### src/rtl/pot_timer.sv
module pot_timer #(
  parameter int CW = 8
) (
  input  logic            clk,
  input  logic            rst_n,
  input  logic            line_stb,
  input  logic            wr_en,
  input  logic [15:0]     wr_data,
  input  logic [3:0]      pin_in,
  output logic [3:0]      pin_oe,
  output logic [3:0]      pin_out,
  output logic [3:0]      pin_lvl,
  output logic [2*CW-1:0] left_cnt,
  output logic [2*CW-1:0] right_cnt
);
  localparam logic [CW-1:0] CMAX = '1;

  logic [3:0] oe_q, dat_q, run_q, s1_q, s2_q;
  logic       dump_q;
  logic [CW-1:0] cnt_q [4];
  logic start;

  assign start = wr_en & wr_data[0];

  always_ff @(posedge clk) begin
    if (!rst_n) begin
      s1_q <= '0;
      s2_q <= '0;
    end else begin
      s1_q <= pin_in;
      s2_q <= s1_q;
    end
  end

  always_ff @(posedge clk) begin
    if (!rst_n) begin
      oe_q   <= '0;
      dat_q  <= '0;
      run_q  <= '0;
      dump_q <= 1'b0;
      for (int i = 0; i < 4; i++) cnt_q[i] <= '0;
    end else begin
      if (wr_en)
        for (int i = 0; i < 4; i++) begin
          oe_q[i]  <= wr_data[9+2*i];
          dat_q[i] <= wr_data[8+2*i];
        end
      if (start) begin
        dump_q <= 1'b1;
        run_q  <= '0;
        for (int i = 0; i < 4; i++) cnt_q[i] <= '0;
      end else if (line_stb) begin
        if (dump_q) begin
          dump_q <= 1'b0;
          run_q  <= '1;
        end else begin
          for (int i = 0; i < 4; i++)
            if (run_q[i]) begin
              if (s2_q[i] && !oe_q[i]) run_q[i] <= 1'b0;
              else if (cnt_q[i] != CMAX) cnt_q[i] <= cnt_q[i] + 1'b1;
            end
        end
      end
    end
  end

  assign pin_oe    = oe_q | {4{dump_q}};
  assign pin_out   = dat_q & oe_q;
  assign pin_lvl   = s2_q;
  assign left_cnt  = {cnt_q[1], cnt_q[0]};
  assign right_cnt = {cnt_q[3], cnt_q[2]};
endmodule

### config.mk
export PLATFORM = sky130hd
export DESIGN_NAME = pot_timer
export DESIGN_NICKNAME = d
export VERILOG_FILES = /design/src/rtl/pot_timer.sv
export SDC_FILE = /design/constraint.sdc
export NUM_CORES = 1
export LEC_CHECK = 0
export BUFFER_PORTS_ARGS = -buffer_cell sky130_fd_sc_hd__buf_2
export CORE_UTILIZATION = 42
export CTS_BUF_LIST = sky130_fd_sc_hd__clkbuf_16
export DETAILED_ROUTE_END_ITERATION = 10
export GPL_TIMING_DRIVEN = 0
export PLACE_DENSITY = 0.67
export SETUP_SLACK_MARGIN = 0.3
export SYNTH_ARGS = -nofsm -noshare
export SYNTH_HDL_FRONTEND = slang
export SYNTH_SLANG_ARGS = --single-unit
### constraint.sdc
create_clock -name clk -period 5.04 [get_ports clk]
set_clock_uncertainty 0.15 [all_clocks]
set_input_delay 0.252 -clock clk [delete_from_list [all_inputs] [get_ports clk]]
set_output_delay 0.252 -clock clk [all_outputs]
set_load 0.02 [all_outputs]
==> results by group <==
Synth
  • Cells taking the most area after synthesis: sky130_fd_sc_hd__edfxtp_1 (30%), sky130_fd_sc_hd__dfxtp_1 (24%), sky130_fd_sc_hd__nor2_1 (4.7%)
  • Synth warnings: 0
  • Combined area of all synthesized cells: 2420 sq um
  • Sequential-to-total area share from yosys stat: 53.7%
  • Most used flip-flop cell after synthesis: sky130_fd_sc_hd__dfxtp_1
  • EDFF count, synth: 24
  • Yosys reg bits: 53
  • Cell with the most instances after synthesis: sky130_fd_sc_hd__nor2_1
  • Post-synthesis cell type count: 35
  • Async set-reset flop share out of synthesis: 0%
  • Largest area contributor in the netlist: sky130_fd_sc_hd__edfxtp_1
  • Most frequent cells after synthesis: sky130_fd_sc_hd__nor2_1 (30), sky130_fd_sc_hd__dfxtp_1 (29), sky130_fd_sc_hd__edfxtp_1 (24), sky130_fd_sc_hd__nand2_1 (18), sky130_fd_sc_hd__and2_1 (14)
  • Average footprint of a synthesized cell: 10.5 sq um
  • Syn Nets: 258
  • Fraction of post-synthesis cell area in the top cell type by area: 29.8%
  • Synthesized instance count: 230

Detailed routing
  • Iteration count of the initial detailed-routing pass: 5
  • Routed WL per cell: 12.8 um
  • Number of DRC violations after detailed routing: 0
  • Starting DRT DRC Count: 61
  • Wire length after detailed routing: 4730 um
  • Antenna-violating nets left: 0
  • Number of vias per cell: 5.00
  • Via count of the routed design: 1846

STA
  • Final Max Tran Viols: 0
  • Worst-margin pin slew: 0.442 ns
  • Total negative setup slack: 0 ns
  • Setup violators final: 0
  • Final Hold Viols: 0
  • RSZ-0062 raised after global routing: no
  • Hold slack: 0.0205 ns
  • Max Clk Rate: 484 MHz
  • Max-slew headroom: 70.4%
  • Post-route clock period utilization: 41.0%
  • Shortest clock period the worst path allows after layout: 2.06 ns

Worst setup path
  • Crit path required time: 4.84 ns
  • Critical-path maximum fanout: 8
  • Cell family with most CP delay: simple AND/OR/NAND/NOR gates
  • Largest stage delay on the critical path: 0.37 ns
  • Worst R2R End: cnt_q[1][7]
  • Launch instance of the worst register-to-register path: dump_q
  • Capturing element type of the critical path: flip-flop
  • List of cells traversed by the critical path: and2b_1 > nand4_1 > a41o_1 > nand2_1
  • Worst reg-to-reg setup slack: 2.98 ns
  • Category of the most critical setup path: reg2reg
  • WP buf/inv: 0
  • Arrival time at the worst endpoint: 1.86 ns
  • Slowest library cell on the worst path: sky130_fd_sc_hd__dfxtp_1
  • Launching element type of the critical path: flip-flop
  • Worst Reg2Reg Path Length in Cells: 4

Floorplanning
  • Die height: 77.9 um
  • # IOs: 68
  • Placement row count: 27
  • Initial Util: 43.7%
  • Horizontal die dimension: 77.9 um
  • Core area: 5540 sq um
  • DIE AREA: 6070 sq um

GRT
  • First-pass GRT wire length: 7840 um
  • Initial antenna violation count: 0
  • Number of global-route vias before repair: 1660
  • Total Routing Usage GR: 16.6%
  • GR Overflow Total: 0
  • Pin count of the biggest net entering global routing: 16

Cells and area
  • Layout cell share with drive strength beyond 1: 25.3%
  • Multi-input gate area in the final layout: 1080 sq um
  • Net count reported at finish: 324
  • Non-Filler Instances: 369
  • Antenna fix cells: 0
  • Layout filler cell count: 545
  • Layout Utilization: 53.1%
  • FF+latch area: 1300 sq um
  • P&R area growth vs syn: 21.6%

Pwr
  • PwrDens: 300 nW/um^2
  • Largest voltage drop on the vdd net: 0.220 mV
  • Total chip power: 882 uW
  • Leakage power: 1.24 nW

CTS
  • CTS resizes: 0
  • CTS clk-pin slew, worst paths: 0.06 ns
  • Number of buffers added by the clock tree synthesis step: 5
  • Cts-stage hold buffer count: 0
  • Root Driver: sky130_fd_sc_hd__clkbuf_16
  • CTS H-tree lvls: 2
  • Clock Sink Count: 53
  • TritonCTS clock tree: done
  • Max Root-Sink Buffers: 2
  • Post-CTS setup buffers: 0
  • Clock latency of the later-clocked register in the worst-skew pair: 0.28 ns

Run
  • Number of max-cap violations: 0

Status
  • Status: complete, no violations

Placed design
  • Placed wire-length estimate: 3440 um
  • Last weighted congestion value of the routability-driven placer: 0.803
  • Quantity of I/O buffers inserted on ports: 59
  • Number of cells after detailed placement: 361

Hold path
  • Hold wc startpoint: pin_in[1]
  • Path category of the worst min-delay check: in2reg
  • Cells on Worst Hold Path: 2
  • Capture endpoint of the worst hold path: s1_q[1]
==> worst max path at each step <==
stage,slack [ns],cells after the start,from,end
2_1_floorplan,3.09,5,cnt_q[0][0],cnt_q[0][0]
3_3_place_gp,2.93,5,wr_en,cnt_q[1][7]
3_5_place_dp,2.90,5,wr_en,cnt_q[1][6]
4_1_cts,2.92,4,dump_q,cnt_q[1][3]
5_1_grt,2.83,4,dump_q,cnt_q[1][7]
6_report,2.98,4,dump_q,cnt_q[1][7]
==> cell type report <==
cell class                      count  area share (%)
Sequential cell                    53            44.2
Multi-Input combinational cell    169            36.8
Timing Repair Buffer               59            10.0
Clock buffer                        5            4.25
Tap cell                           72            3.06
Buffer                              3           0.638
Inverter                            5           0.638
Clock inverter                      3           0.383
==> metrics by stage <==
stage               setup slack, ns  instance area (sq um)
floorplan                      3.09                   2420
global placement               2.93                   2810
detailed placement             2.90                   2810
CTS                            2.92                   2940
global route                   2.83                   2940
finish                         2.98                   2940
==> registers in the layout, indices dropped and copies added, names as in the netlist <==
signal and flops:
pin_lvl 4, oe_q 4, run_q 4, cnt_q 32, s1_q 4, dat_q 4, dump_q 1
==> per-layer routing <==
| metal | wire [um] | global-route usage, % | up-vias | share of wire, % |
|---|---|---|---|---|
| li1 | - | - | 939 | - |
| met1 | 2290 | 22.2 | 856 | 48 |
| met2 | 2140 | 25.7 | 46 | 45 |
| met3 | 230 | 4.35 | 5 | 4.9 |
| met4 | 63 | 6.67 | 0 | 1.3 |
| met5 | 0 | 0 | - | 0 |
==> cells by family after synthesis <==
kind of cell,share of synthesized area [%]
muxes,4.55
and+or+nand+nor,25.0
xor gates and xnor gates,6.51
adders and majority gates,2.07
DFF,53.7
AOI/OAI and AO/OA,6.62
buffers and inverters,1.55
==> placed cells by master (no fill, tap or decap), types with 2 or more instances in the layout <==
cell,n
sky130_fd_sc_hd__nand2b_1,5
sky130_fd_sc_hd__nand3_1,12
sky130_fd_sc_hd__buf_2,59
sky130_fd_sc_hd__clkbuf_1,2
sky130_fd_sc_hd__or4_1,3
sky130_fd_sc_hd__nand4_1,5
sky130_fd_sc_hd__and3_1,2
sky130_fd_sc_hd__o31ai_1,2
sky130_fd_sc_hd__clkbuf_16,5
sky130_fd_sc_hd__edfxtp_1,24
sky130_fd_sc_hd__and2_1,14
sky130_fd_sc_hd__a31o_2,2
sky130_fd_sc_hd__nand2_1,18
sky130_fd_sc_hd__nor2_1,30
sky130_fd_sc_hd__xor2_1,9
sky130_fd_sc_hd__o21ai_0,4
sky130_fd_sc_hd__xnor2_1,9
sky130_fd_sc_hd__mux2i_1,11
sky130_fd_sc_hd__ha_1,4
sky130_fd_sc_hd__nor3_1,3
sky130_fd_sc_hd__a21oi_1,8
sky130_fd_sc_hd__and4_1,4
sky130_fd_sc_hd__dfxtp_1,29
sky130_fd_sc_hd__inv_1,7
sky130_fd_sc_hd__or2_2,5
sky130_fd_sc_hd__nor2b_1,8
sky130_fd_sc_hd__a21boi_0,2
==> where the power goes <==
group,internal [mW],switching [mW]
registers,0.467,0.0167
logic,0.0330,0.0499
clock network,0.179,0.136
Power figures use the tool's default switching activity.
